$ cat src/rtl/adc_trig_pkg.sv
package adc_trig_pkg;
  localparam int unsigned DEF_SRC_W  = 3;
  localparam int unsigned DEF_CHAN_W = 1;

  typedef enum logic {
    CH_SETTLED = 1'b0,
    CH_WAITING = 1'b1
  } chan_state_e;

  function automatic logic is_free_run(input logic [DEF_SRC_W-1:0] s);
    return s == '0;
  endfunction
endpackage

$ cat src/rtl/adc_trig_cfg.sv
module adc_trig_cfg
  import adc_trig_pkg::*;
#(
  parameter int unsigned SRC_W  = DEF_SRC_W,
  parameter int unsigned CHAN_W = DEF_CHAN_W
) (
  input  logic              clk,
  input  logic              rst_n,
  input  logic              wr_src,
  input  logic [SRC_W-1:0]  wr_src_data,
  input  logic              wr_auto,
  input  logic              wr_auto_data,
  input  logic              wr_en,
  input  logic              wr_en_data,
  input  logic              wr_chan,
  input  logic [CHAN_W-1:0] wr_chan_data,
  input  logic              busy,
  input  logic              conv_done,
  output logic [SRC_W-1:0]  src_q,
  output logic              auto_q,
  output logic              en_q,
  output logic [CHAN_W-1:0] chan_q
);
  logic [CHAN_W-1:0] pend_q;
  chan_state_e       pend_st;
  logic              finishing;

  assign finishing = busy & conv_done;

  always_ff @(posedge clk or negedge rst_n) begin
    if (!rst_n) begin
      src_q  <= '0;
      auto_q <= 1'b0;
      en_q   <= 1'b0;
    end else begin
      if (wr_src)  src_q  <= wr_src_data;
      if (wr_auto) auto_q <= wr_auto_data;
      if (wr_en)   en_q   <= wr_en_data;
    end
  end

  // channel select: direct when idle, deferred to completion when busy
  always_ff @(posedge clk or negedge rst_n) begin
    if (!rst_n) begin
      chan_q  <= '0;
      pend_q  <= '0;
      pend_st <= CH_SETTLED;
    end else if (wr_chan && !busy) begin
      chan_q  <= wr_chan_data;
      pend_st <= CH_SETTLED;
    end else if (finishing) begin
      if (wr_chan)                      chan_q <= wr_chan_data;
      else if (pend_st == CH_WAITING)   chan_q <= pend_q;
      pend_st <= CH_SETTLED;
    end else if (wr_chan) begin
      pend_q  <= wr_chan_data;
      pend_st <= CH_WAITING;
    end
  end

  // channel frozen for the length of a conversion
  p_chan_hold_r10: assert property (@(posedge clk) disable iff (!rst_n)
    busy && !conv_done |=> $stable(chan_q));
endmodule

$ cat src/rtl/adc_trig_edge.sv
module adc_trig_edge
  import adc_trig_pkg::*;
#(
  parameter int unsigned SRC_W = DEF_SRC_W,
  localparam int unsigned NUM_EXT = (1 << SRC_W) - 1
) (
  input  logic               clk,
  input  logic               rst_n,
  input  logic [NUM_EXT-1:0] ext_flags,
  input  logic               done_flag,
  input  logic [SRC_W-1:0]   src,
  input  logic               auto_en,
  output logic               edge_trig,
  output logic               free_mode
);
  logic [NUM_EXT:0] flag_vec;
  logic             sel_flag;
  logic             sel_prev_q;

  assign flag_vec  = {ext_flags, done_flag};
  assign sel_flag  = flag_vec[src];
  assign free_mode = (src == '0);

  // history follows the mux output, so a source switch can form an edge
  always_ff @(posedge clk or negedge rst_n) begin
    if (!rst_n) sel_prev_q <= 1'b0;
    else        sel_prev_q <= sel_flag;
  end

  assign edge_trig = auto_en & ~free_mode & sel_flag & ~sel_prev_q;
endmodule

$ cat src/rtl/adc_trig_seq.sv
module adc_trig_seq (
  input  logic clk,
  input  logic rst_n,
  input  logic start_req,
  input  logic edge_trig,
  input  logic auto_en,
  input  logic conv_en,
  input  logic free_mode,
  input  logic conv_done,
  input  logic done_clr,
  output logic conv_start,
  output logic busy,
  output logic done_flag
);
  logic start_q, busy_q, done_q;
  logic free_trig, fire;

  assign free_trig = auto_en & free_mode & conv_done & busy_q;
  assign fire      = conv_en & ((~busy_q & (start_req | edge_trig)) | free_trig);

  always_ff @(posedge clk or negedge rst_n) begin
    if (!rst_n) begin
      start_q <= 1'b0;
      busy_q  <= 1'b0;
      done_q  <= 1'b0;
    end else begin
      start_q <= fire;
      busy_q  <= fire | (busy_q & ~conv_done);
      done_q  <= (busy_q & conv_done) | (done_q & ~done_clr);
    end
  end

  assign conv_start = start_q;
  assign busy       = busy_q;
  assign done_flag  = done_q;

  p_start_busy_r2: assert property (@(posedge clk) disable iff (!rst_n)
    conv_start |-> busy);
  p_disabled_quiet_r2: assert property (@(posedge clk) disable iff (!rst_n)
    !conv_en |=> !conv_start);
  p_auto_off_r3: assert property (@(posedge clk) disable iff (!rst_n)
    !auto_en && !start_req |=> !conv_start);
  p_busy_ignore_r8: assert property (@(posedge clk) disable iff (!rst_n)
    busy && !conv_done |=> !conv_start);
  p_done_set_r9: assert property (@(posedge clk) disable iff (!rst_n)
    busy && conv_done |=> done_flag);
  p_freerun_r7: assert property (@(posedge clk) disable iff (!rst_n)
    busy && conv_done && auto_en && free_mode && conv_en |=> conv_start && busy);
endmodule

$ cat src/rtl/adc_trig_ctrl.sv
module adc_trig_ctrl
  import adc_trig_pkg::*;
#(
  parameter int unsigned SRC_W  = DEF_SRC_W,
  parameter int unsigned CHAN_W = DEF_CHAN_W,
  localparam int unsigned NUM_EXT = (1 << SRC_W) - 1
) (
  input  logic               clk,
  input  logic               rst_n,
  input  logic [NUM_EXT-1:0] ext_flags,
  input  logic               wr_src,
  input  logic [SRC_W-1:0]   wr_src_data,
  input  logic               wr_auto,
  input  logic               wr_auto_data,
  input  logic               wr_en,
  input  logic               wr_en_data,
  input  logic               wr_chan,
  input  logic [CHAN_W-1:0]  wr_chan_data,
  input  logic               start_req,
  input  logic               done_clr,
  input  logic               conv_done,
  output logic               conv_start,
  output logic               busy,
  output logic               done_flag,
  output logic [CHAN_W-1:0]  chan_sel
);
  logic [SRC_W-1:0] src_q;
  logic auto_q, en_q, edge_trig, free_mode;

  adc_trig_cfg #(.SRC_W(SRC_W), .CHAN_W(CHAN_W)) u_cfg (
    .clk(clk), .rst_n(rst_n),
    .wr_src(wr_src), .wr_src_data(wr_src_data),
    .wr_auto(wr_auto), .wr_auto_data(wr_auto_data),
    .wr_en(wr_en), .wr_en_data(wr_en_data),
    .wr_chan(wr_chan), .wr_chan_data(wr_chan_data),
    .busy(busy), .conv_done(conv_done),
    .src_q(src_q), .auto_q(auto_q), .en_q(en_q), .chan_q(chan_sel)
  );

  adc_trig_edge #(.SRC_W(SRC_W)) u_edge (
    .clk(clk), .rst_n(rst_n),
    .ext_flags(ext_flags), .done_flag(done_flag),
    .src(src_q), .auto_en(auto_q),
    .edge_trig(edge_trig), .free_mode(free_mode)
  );

  adc_trig_seq u_seq (
    .clk(clk), .rst_n(rst_n),
    .start_req(start_req), .edge_trig(edge_trig),
    .auto_en(auto_q), .conv_en(en_q), .free_mode(free_mode),
    .conv_done(conv_done), .done_clr(done_clr),
    .conv_start(conv_start), .busy(busy), .done_flag(done_flag)
  );

  // free-running selection never self-starts; only manual or completion restarts
  p_free_no_edge_r6: assert property (@(posedge clk) disable iff (!rst_n)
    free_mode && !start_req && !(busy && conv_done) |=> !conv_start);
endmodule

$ cat config.mk
export PLATFORM = sky130hd
export DESIGN_NAME = adc_trig_ctrl
export DESIGN_NICKNAME = d
export VERILOG_FILES = /design/src/rtl/adc_trig_pkg.sv /design/src/rtl/adc_trig_cfg.sv /design/src/rtl/adc_trig_edge.sv /design/src/rtl/adc_trig_seq.sv /design/src/rtl/adc_trig_ctrl.sv
export SDC_FILE = /design/constraint.sdc
export NUM_CORES = 1
export LEC_CHECK = 0
export BUFFER_PORTS_ARGS = -buffer_cell sky130_fd_sc_hd__buf_4
export CAP_MARGIN = 20
export CORE_UTILIZATION = 35
export CTS_CLUSTER_SIZE = 28
export DETAILED_ROUTE_END_ITERATION = 8
export SYNTH_ARGS = -nofsm -noshare
export SYNTH_HDL_FRONTEND = slang
export SYNTH_HIERARCHICAL = 1
export SYNTH_SLANG_ARGS = --single-unit
$ cat constraint.sdc
create_clock -name clk -period 2 [get_ports clk]
set_input_delay 0.1 -clock clk [delete_from_list [all_inputs] [get_ports clk]]
set_output_delay 0.1 -clock clk [all_outputs]
set_load 0.02 [all_outputs]
Word level (Yosys, flattened, before mapping)

Index checks and enable logic that the tools add are counted.

Register bits: 12
Bits of input ports: 22

Mux-type cells: 9
Bitwise gates (word level): 22
Reduce and logical (&&, ||, !) cells: 8
$lt $le $gt $ge: 1

Operators by type and width:

| cell                 | count |
|---|---|
| $and A1 B1 Y1        | 11 |
| $mux W1              | 8 |
| $not A1 Y1           | 7 |
| $reduce_bool A3 Y1   | 2 |
| $lt A3 B4 Y1 const B | 1 |
| $or A1 B1 Y1         | 4 |
| $bmux W1 S3          | 1 |
| $logic_not A3 Y1     | 1 |
| $reduce_and A3 Y1    | 1 |
| $reduce_and A2 Y1    | 1 |
| $reduce_bool A2 Y1   | 1 |
| $logic_and A1 B1 Y1  | 1 |
| $logic_not A1 Y1     | 1 |

Longest topological paths before layout

Gate-level depths: netlist of the first run.

Word-level depth: 10
Mapped depth: 5
Mapped depth without buffers: 5

By module

The synthesis of the first run kept the hierarchy.

By module, submodules not included:

| module        | sequential area each (sq um) | instances | cells an instance | area each (sq um) |
|---|---|---|---|---|
| adc_trig_cfg  | 200.2                        | 1         | 23                | 331.6 |
| adc_trig_seq  | 75.1                         | 1         | 12                | 131.4 |
| adc_trig_edge | 25.0                         | 1         | 14                | 122.6 |

Worst setup path after synthesis of the first run

No wires, ideal clock.

Path type: flip-flop to flip-flop
Start: register u_seq.done_q (netlist: u_seq/done_flag)
End: register u_seq.busy_q (netlist: u_seq/busy)
Stages on the path, launching flop included: 6
Data arrival time: 1,529 ps
Period minus slack after synthesis: 1,650 ps
Slack: 350 ps
Path buffers: 0
Cell sequence: dfrtp_1 nor2b_1 a2111oi_0 nor4_1 o21a_1 o22a_1

Cells in the longest elaborated chain, start to end: 9

Ends and longest elaborated chain:

| item                          | line                | RTL |
|---|---|---|
| from (decl)                   | adc_trig_seq.sv:15  | `logic start_q, busy_q, done_q;` |
| from (signal assigned)        | adc_trig_seq.sv:29  | `done_q <= (busy_q & conv_done) \| (done_q & ~done_clr);` |
| $bmux W1 S3                   | adc_trig_edge.sv:21 | `assign sel_flag = flag_vec[src];` |
| $mux W1 (not written as such) | adc_trig_edge.sv:21 |  |
| $and A1 B1 Y1 (2 in a row)    | adc_trig_edge.sv:30 | `assign edge_trig = auto_en & ~free_mode & sel_flag & ~sel_prev_q;` |
| net edge_trig                 | adc_trig_ctrl.sv:28 | `logic auto_q, en_q, edge_trig, free_mode;` |
| $or A1 B1 Y1                  | adc_trig_seq.sv:19  | `assign fire = conv_en & ((~busy_q & (start_req \| edge_trig)) \| free_trig);` |
| $and A1 B1 Y1                 | adc_trig_seq.sv:19  |  |
| $or A1 B1 Y1                  | adc_trig_seq.sv:19  |  |
| $and A1 B1 Y1                 | adc_trig_seq.sv:19  |  |
| $or A1 B1 Y1                  | adc_trig_seq.sv:28  | `busy_q <= fire \| (busy_q & ~conv_done);` |
| to (signal assigned)          | adc_trig_seq.sv:28  |  |
| to (decl)                     | adc_trig_seq.sv:15  |  |

The timed path passes the listed nets, and every way through them passes these cells. The select of a mux whose other input is x is not followed.
A chain may end at the register's enable or synchronous reset.

Worst setup path in the final report of the first run

Start: register u_cfg.src_q[0]
End: register u_seq.busy_q (netlist: u_seq/busy)

Cells in the longest elaborated chain, start to end: 10
Elaborated cells on any way between the ends: 15

Ends and longest elaborated chain:

| item                                                                | line                | RTL |
|---|---|---|
| from (decl)                                                         | adc_trig_cfg.sv:19  | `output logic [SRC_W-1:0] src_q,` |
| from (signal assigned)                                              | adc_trig_cfg.sv:36  | `if (wr_src) src_q <= wr_src_data;` |
| parallel branches: the longest is 3 deep, another holds $bmux W1 S3 | n/a                 |  |
| $and A1 B1 Y1 (*) (2 in a row)                                      | adc_trig_edge.sv:30 |  |
| net edge_trig                                                       | adc_trig_ctrl.sv:28 |  |
| $or A1 B1 Y1 (*)                                                    | adc_trig_seq.sv:19  |  |
| $and A1 B1 Y1 (*)                                                   | adc_trig_seq.sv:19  |  |
| $or A1 B1 Y1 (*)                                                    | adc_trig_seq.sv:19  |  |
| $and A1 B1 Y1 (*)                                                   | adc_trig_seq.sv:19  |  |
| $or A1 B1 Y1 (*)                                                    | adc_trig_seq.sv:28  |  |

Mark *: on every way through the listed nets, which the timed path passes. The select of a mux whose other input is x is not followed.

==> results.yml, run 1 <==
placement:
  gp_congestion: 0.6463
  place.port_buffers: 25
  dpl.hpwl_microns: 932.9
  place_ws_ps: 303.8
  dp.cells: 90
logic_synthesis:
  synth_cells: 49
  ys_seq_area_frac: 0.5128
  synth.distinct_cells: 24
  syn-num-nets: 71
  synth-seq-cells: 12
  postSynthAreaPerCell_sq_um: 11.95
  ys_warn_count: 6
  syn_area_sq_um: 585.6
power_and_ir_drop:
  seqPwrFrac: 0.486
  p_leak_nw: 0.3979
  power_mw: 0.7312
  power_frac_comb: 0.320
  clkPwrFrac: 0.194
  p_int_mw: 0.5068
  power.density_nw_per_um2: 874.8
  switchingPower_mw: 0.2244
  swShare: 0.3069
  ir_drop_uv: 577.8
final_layout:
  final_layout_size_suffix_gt1_frac: 0.4684
  nFillCells: 145
  final_util: 0.5422
  final_nets: 103
  fin_cells: 95
  diodes: 0
  area_growth_pct: 42.74
route:
  ant_nets: 0
  vias: 487
  drt-pass1-iter-count: 3
  drc_errors: 0
  via_per_inst: 5.126
  drt_iter0_markers: 4
  route.final.wire_length_mm: 1.173
  wl_per_cell_microns: 12.35
grt:
  grt_usage: 0.1530
  grt_first_pass_wirelength_mm: 2.076
  grt_max_degree: 13
  overflow: 0
  antenna_found_initial: 0
  grt_pass1_vias: 463
clocking:
  clock_path_buffers: 2
  clkSlewWorstSetupHoldPaths_ps: 70
  ctsRootBufferMaster: "clkbuf_4"
  cts_tree: "yes"
  post_cts_buffers: 0
  cts.sinks: 12
  clk_latency_ps: 260
  numCtsBuffers: 3
  htree_levels: 1
run:
  cap_violations: 0
status:
  outcome: "completed"
timing:
  fmax_mhz: 594.1
  finalCritPeriodShare: 0.8417
  rsz0062_at_grt: "no"
  final-setup-viol-count: 0
  worst_slew_pin_slew_ps: 551.8
  finClkSkew_ps: 3.743
  hold_viol: 0
  max-slew-margin-rel: 0.6226
  tns_ps: 0
  drv_slew: 0
  finalCriticalPeriod_ps: 1683
  setup_ws_ps: 316.7
floorplan:
  rows: 14
  die-height_microns: 42.90
  start_util: 0.3799
  core_sq_um: 1541
  die_w_microns: 42.90
  io_pins: 26
  dieArea_sq_um: 1840
setup_path:
  cp.required_ps: 2160
  worstSetupStartpoint: "u_cfg/src_q[0]$_DFFE_PN0P_"
  cp-endpoint: "u_seq/busy$_DFF_PN0_"
  path_max_fanout: 7
  cp-end-kind: "register"
  crit_type: "register to register"
  reg2reg_to: "u_seq/busy$_DFF_PN0_"
  crit_arrival_ps: 1840
  regToRegSetupSlack_ps: 320
  cp-start-kind: "register"
  rr_startpoint: "u_cfg/src_q[0]$_DFFE_PN0P_"
  r2r_cells: 5
hold_path:
  hold_class: "input pin to register"
worst max-delay path, stage by stage (launching register included):
cell and delay [ps]:
dfrtp_1 480, nor2b_1 70, a2111oi_0 500, nor4_1 140, o21a_1 210, o22a_1 180
flip-flops by register name, summed over array words and instances (netlist names):
name               count
u_cfg/src_q            3
u_edge/sel_prev_q      1
u_cfg/chan_q           1
u_seq/busy             1
u_cfg/en_q             1
u_cfg/pend_q           1
u_cfg/pend_st          1
u_seq/done_flag        1
u_seq/conv_start       1
u_cfg/auto_q           1
cell usage after synthesis:
cell type,number,area (sq um)
o21ai_0,2,10.01
dfrtp_1,12,300.3
mux2_4,1,15.01
nand3b_1,1,7.510
inv_1,1,3.750
nand4b_1,1,8.760
mux2_2,8,90.09
nor2_1,2,7.510
o22a_1,1,8.760
nand4_1,1,6.260
or3b_1,1,8.760
a21boi_1,1,7.510
a2111oi_0,1,8.760
mux2i_1,2,20.02
o22ai_1,1,6.260
nand2_1,1,3.750
o21a_1,1,7.510
o21bai_1,1,7.510
nor3_1,2,10.01
nand2b_1,2,12.51
nand3_1,2,10.01
nor2b_1,1,6.260
nor4_1,1,6.260
and3_1,2,12.51
routing by layer:
metal,GRT usage,share of wire
met1,0.2087,0.47
met2,0.2303,0.49
met3,0.05532,0.042
met4,0.03750,0
met5,0,0
kinds of logic (layout without fill, tap and decap cells):
logic type	Yosys count	after routing	synth area share
mux	11	11	0.2137
flops	12	12	0.5128
buf+inv	1	31	0.006404
compound gates	8	8	0.09618
simple gates	17	17	0.1710
power groups by stage:
stage               clock network [mW]  logic [mW]  registers, mW
detailed placement                   0       0.234          0.359
finish                           0.142       0.234          0.355
global placement                     0       0.233          0.357
CTS                              0.150       0.236          0.355
global route                     0.160       0.256          0.365
floorplan                            0       0.104          0.381
through the flow:
step | hold slack [ps] | instance area (sq um)
after floorplan | -195.6 | 585.6
after global placement | -52.72 | 793.3
after detailed placement | -51.55 | 793.3
after CTS | 1.465 | 825.8
after global routing | 57.40 | 835.8
final | 67.63 | 835.8
placed cells by master (no fill, tap or decap), drive strengths merged, types with 3 or more instances in the layout:
cell type	Yosys	layout
buf	0	25
clkbuf	0	3
dfrtp	12	12
mux2	9	9
worst min path at each step:
stage	from	endpoint	slack (ps)	depth (start not counted)
final	wr_en_data	u_cfg/en_q$_DFFE_PN0P_	70	2
after global routing	wr_auto_data	u_cfg/auto_q$_DFFE_PN0P_	60	2
after CTS	done_clr	u_seq/done_flag$_DFF_PN0_	1	2
after detailed placement	rst_n	u_cfg/src_q[1]$_DFFE_PN0P_	-50	1
after global placement	rst_n	u_cfg/src_q[1]$_DFFE_PN0P_	-50	1
after floorplan	rst_n	u_cfg/auto_q$_DFFE_PN0P_	-200	0
final cells by class:
type	instances	area [sq um]	area share
inverter	1	3.754	0.004491
timing repair buffer	27	207.7	0.2485
clock buffer	3	22.52	0.02695
tap	16	20.02	0.02395
multi-input combinational	36	281.5	0.3368
sequential	12	300.3	0.3593
timing repair:
action	CTS	global route
endpoints found under the setup margin	0	0
resized for setup	0	0
hold endpoints to repair	12	1
hold buffers	1	1
Power figures use the tool's default switching activity.
==> inputs of run 2 (changes only) <==
- clock period: 2 -> 1.6 ns (I/O delays scaled with it)
==> run 2 against run 1 <==
Compared with the run above: combinational power grew 47%; count of clock-buffer cells in the layout grew 1; power grew 42%; die area is the same; via count grew 2.1%; sequential share of layout area shrank 2.7 points; global-route usage grew 1.8 points; fmax grew 8.9%; critical endpoint unchanged; largest cell class is now multi-input gates; worst hold slack lost 33 ps; clock power grew 71%; final cell count grew 2.1%; critical path depth is the same.
==> results.yml, run 2 (synthesized netlist as in run 1, its figures left out) <==
status:
  outcome: "completed"
setup_path:
  cp_num_buf_inv: 0
  cp_top_family: "compound AO/OA/AOI/OAI gates"
  max_stage_delay_ps: 480
  crit_chain: "mux2_4, o22ai_4, nor4_4, o21a_1, o22a_1"
  cp-start-kind: "register"
  crit_type: "register to register"
  cp-end-kind: "register"
  critical_path.slowest_cell: "dfrtp_2"
  cp.required_ps: 1760
  path_max_fanout: 7
  crit_arrival_ps: 1710
route:
  drc_errors: 0
  vias: 497
  drt_iter0_markers: 22
  ant_nets: 0
  wl_per_cell_microns: 13.74
  drt-pass1-iter-count: 4
  via_per_inst: 5.124
  route.final.wire_length_mm: 1.333
final_layout:
  largest_reg_flops: 3
  final_layout_size_suffix_gt1_frac: 0.5556
  diodes: 0
  mostFrequentLayoutCells: "26 x buf_4, 9 x dfrtp_1, 6 x mux2_2"
  final_nets: 104
  seqCellArea_sq_um: 304.0
  multiInputGateArea_sq_um: 336.6
  area_growth_pct: 56.41
  nFillCells: 136
  max_flop_register: "u_cfg/src_q"
  layout_commonest_cell: "buf_4"
power_and_ir_drop:
  clkPwrFrac: 0.234
  seqPwrFrac: 0.433
  ir_drop_uv: 641.8
  p_int_mw: 0.7119
  swShare: 0.3129
  p_leak_nw: 0.4212
  power.density_nw_per_um2: 1131
  power_frac_comb: 0.333
  switchingPower_mw: 0.3242
run:
  cap_violations: 0
clocking:
  post_cts_buffers: 0
  htree_levels: 1
  cts_tree: "yes"
  cts.sinks: 12
  clock_path_buffers: 2
  numCtsBuffers: 3
  ctsRootBufferMaster: "clkbuf_4"
  clk_latency_ps: 270
  clkSlewWorstSetupHoldPaths_ps: 80
timing:
  final-setup-viol-count: 0
  hold_viol: 0
  worst_slew_pin_slew_ps: 349.7
  setup_ws_ps: 53.61
  max-slew-margin-rel: 0.7668
  finalCriticalPeriod_ps: 1546
  drv_slew: 0
  rsz0062_at_grt: "yes"
  holdWs_ps: 34.80
  finalCritPeriodShare: 0.9665
  finClkSkew_ps: 1.039
  tns_ps: 0
  fmax_mhz: 646.7
floorplan:
  start_util: 0.3799
  io_pins: 26
  rows: 14
  die_w_microns: 42.90
  die-height_microns: 42.90
  dieArea_sq_um: 1840
  core_sq_um: 1541
grt:
  overflow: 0
  grt_max_degree: 13
  antenna_found_initial: 0
  grt_usage: 0.1707
  grt_pass1_vias: 514
  grt_first_pass_wirelength_mm: 2.304
placement:
  place.port_buffers: 25
  dpl.hpwl_microns: 942.9
  place_ws_ps: -60.18
  gp_congestion: 0.6865
hold_path:
  hold_class: "input pin to register"
## run 2: cell count changes in the layout (fill, tap and decap cells not counted), sizes merged
cell and change:
clkbuf +1, buf +1
## run 2: worst paths after layout
check                                                 from                         end  slack [ps]  depth (start not counted)
worst max-delay path            u_cfg/src_q[0]$_DFFE_PN0P_        u_seq/busy$_DFF_PN0_          50                          5
worst min-delay path                        wr_src_data[0]  u_cfg/src_q[0]$_DFFE_PN0P_          30                          2
worst max register to register  u_cfg/src_q[0]$_DFFE_PN0P_        u_seq/busy$_DFF_PN0_          50                          5
worst min register to register   u_cfg/pend_st$_DFFE_PN0P_   u_cfg/pend_st$_DFFE_PN0P_         530                          2
max in group asynchronous                            rst_n  u_cfg/src_q[0]$_DFFE_PN0P_        1230                          2
min in group asynchronous                            rst_n  u_cfg/src_q[1]$_DFFE_PN0P_         200                          2
## run 2: cell type report
cell class,count,area share
multi-input cells,36,0.3675
flip-flops and latches,12,0.3320
repair buffers,28,0.2350
clock buffers,4,0.03962
well taps,16,0.02186
inverters,1,0.004098
## run 2: repair_timing
action                                  in CTS  in global routing
endpoints found under the setup margin       1                  2
resized for setup                            2                  9
hold buffers                                 2                  0
pin swaps                                    0                  2
hold endpoints to repair                    13                  0
## run 2: stage by stage
stage | std cells | power [mW] | utilization | cell area [sq um]
final | 97 | 1.036 | 0.5942 | 915.9
after detailed placement | 91 | 0.7586 | 0.5203 | 802.0
after CTS | 97 | 1.015 | 0.5617 | 865.8
after floorplan | 49 | 0.6075 | - | 586.8
after global placement | 91 | 0.7497 | 0.5203 | 802.0
after global routing | 97 | 1.100 | 0.5942 | 915.9
## run 2: per-layer routing
layer	vias to the layer above	wire, microns	global-route usage
met4	0	6	0.07500
li1	250	-	-
met3	2	39	0.03830
met5	-	0	0
met2	12	646	0.2485
met1	233	641	0.2405
## run 2: power by group through the flow
| stage | logic, mW | clock network (mW) | registers (mW) |
|---|---|---|---|
| 6_report | 0.345 | 0.243 | 0.448 |
| 5_1_grt | 0.373 | 0.264 | 0.463 |
| 4_1_cts | 0.318 | 0.254 | 0.443 |
| 3_5_place_dp | 0.310 | 0 | 0.449 |
| 3_3_place_gp | 0.304 | 0 | 0.445 |
| 2_1_floorplan | 0.131 | 0 | 0.477 |
==> inputs of run 3 (changes only) <==
- CORE_UTILIZATION: 35 -> 44
- GPL_TIMING_DRIVEN: default -> 0
- PLACE_DENSITY: default -> 0.75
==> run 3 against run 2 <==
Compared with the run above: design area is 2.3% lower; worst hold slack better by 2.5 ps; utilization is 17 points higher; sequential share of layout area is 0.51 points higher; non-clock buffer count is 1 lower; critical path type unchanged; critical endpoint unchanged.
==> results.yml, run 3 (synthesized netlist as in run 1, its figures left out) <==
route:
  drt-pass1-iter-count: 4
  wl_per_cell_microns: 13.99
  drc_errors: 0
  via_per_inst: 5.330
  ant_nets: 0
  route.final.wire_length_mm: 1.315
  vias: 501
  drt_iter0_markers: 7
placement:
  gp_congestion: 0.7100
  place.port_buffers: 25
  dpl.hpwl_microns: 905.5
final_layout:
  final_nets: 103
  final_layout_size_suffix_gt1_frac: 0.5250
  max_flop_register: "u_cfg/src_q"
  nFillCells: 91
  seqCellArea_sq_um: 301.5
  diodes: 0
  largest_reg_flops: 3
  mostFrequentLayoutCells: "25 x buf_4, 11 x dfrtp_1, 6 x mux2_2"
  layout_commonest_cell: "buf_4"
  area_growth_pct: 52.78
  final_util: 0.7639
  multiInputGateArea_sq_um: 327.8
setup_path:
  critical_path.slowest_cell: "dfrtp_2"
  crit_arrival_ps: 1720
  cp.required_ps: 1770
  crit_type: "register to register"
  path_max_fanout: 7
  cp-end-kind: "register"
  max_stage_delay_ps: 490
  crit_chain: "mux2_4, o22ai_4, nor4_2, o21a_1, o22a_1"
  cp-start-kind: "register"
floorplan:
  die-height_microns: 38.48
  io_pins: 26
  rows: 12
  die_w_microns: 38.48
  core_sq_um: 1171
  start_util: 0.5000
  dieArea_sq_um: 1481
grt:
  grt_usage: 0.1988
  grt_pass1_vias: 488
  grt_first_pass_wirelength_mm: 2.001
  antenna_found_initial: 0
  grt_max_degree: 13
  overflow: 0
timing:
  finClkSkew_ps: 6.393
  finalCritPeriodShare: 0.9742
  hold_viol: 0
  finalCriticalPeriod_ps: 1559
  holdWs_ps: 37.34
  final-setup-viol-count: 0
  max-slew-margin-rel: 0.7799
  drv_slew: 0
  fmax_mhz: 641.5
  worst_slew_pin_slew_ps: 330.2
hold_path:
  hold_class: "input pin to register"
clocking:
  numCtsBuffers: 3
  clk_latency_ps: 270
  clkSlewWorstSetupHoldPaths_ps: 80
  htree_levels: 1
  cts_tree: "yes"
  clock_path_buffers: 2
  cts.sinks: 12
  ctsRootBufferMaster: "clkbuf_4"
power_and_ir_drop:
  swShare: 0.3096
  power_frac_comb: 0.322
  p_int_mw: 0.6988
  ir_drop_uv: 754.3
  seqPwrFrac: 0.442
  power.density_nw_per_um2: 1131
  clkPwrFrac: 0.236
  p_leak_nw: 0.4172
  switchingPower_mw: 0.3134
run:
  cap_violations: 0
status:
  outcome: "completed"
## run 3: cell count changes in the layout (fill, tap and decap cells not counted)
cell / change
nor4_4: -1
dfrtp_2: -2
nor4_2: +1
buf_4: -1
dfrtp_1: +2
## run 3: stage by stage
stage	area, sq um	setup WS [ps]	power (mW)	TNS, ps	cells
floorplan	586.8	11.55	0.6075	0	49
global placement	792.0	-25.58	0.7347	-25.58	88
detailed placement	792.0	-36.92	0.7430	-36.92	88
CTS	854.6	14.23	0.9941	0	94
global route	894.6	-46.36	1.063	-46.36	94
finish	894.6	41.27	1.012	0	94
## run 3: final timing paths
kind	cells past startpoint	from	to	slack (ps)
max	5	u_cfg/src_q[0]$_DFFE_PN0P_	u_seq/busy$_DFF_PN0_	40
min	2	wr_en_data	u_cfg/en_q$_DFFE_PN0P_	40
max reg2reg	5	u_cfg/src_q[0]$_DFFE_PN0P_	u_seq/busy$_DFF_PN0_	40
min reg2reg	1	u_cfg/pend_q$_DFFE_PN0P_	u_cfg/pend_q$_DFFE_PN0P_	530
max in group asynchronous	2	rst_n	u_cfg/src_q[0]$_DFFE_PN0P_	1240
min in group asynchronous	2	rst_n	u_cfg/en_q$_DFFE_PN0P_	190
## run 3: worst max-delay path, delay by kind of cell (launching register included)
family | cells | cell delay [ps]
AO/OA/AOI/OAI | 3 | 560
multiplexers | 1 | 340
flip-flops | 1 | 490
AND/OR/NAND/NOR | 1 | 80
## run 3: power groups by stage
stage                     Combinational (mW)  Sequential [mW]  Clock (mW)
final                                  0.326            0.447       0.239
after global routing                   0.354            0.457       0.252
after CTS                              0.303            0.443       0.249
after detailed placement               0.296            0.448           0
after global placement                 0.290            0.445           0
after floorplan                        0.131            0.477           0
## run 3: cell type report
type / instances / share of cell area
multi-input combinational: 36 / 0.3664
sequential: 12 / 0.3371
timing repair buffer: 27 / 0.2322
clock buffer: 4 / 0.04056
tap: 14 / 0.01958
inverter: 1 / 0.004196
## run 3: per-layer routing
metal	vias to the layer above	GRT usage	share of wire	wire length (microns)
met3	2	0.01744	0.041	54
met1	239	0.2547	0.42	555
met2	12	0.3292	0.53	695
met5	-	0	0	0
met4	0	0.1034	0.0076	10
li1	248	-	-	-
## run 3: timing repair
item,CTS,global route
setup buffers,0,0
resized for setup,2,6
hold endpoints to repair,13,0
hold buffers,2,0
pin swaps,0,1
endpoints found under the setup margin,1,1
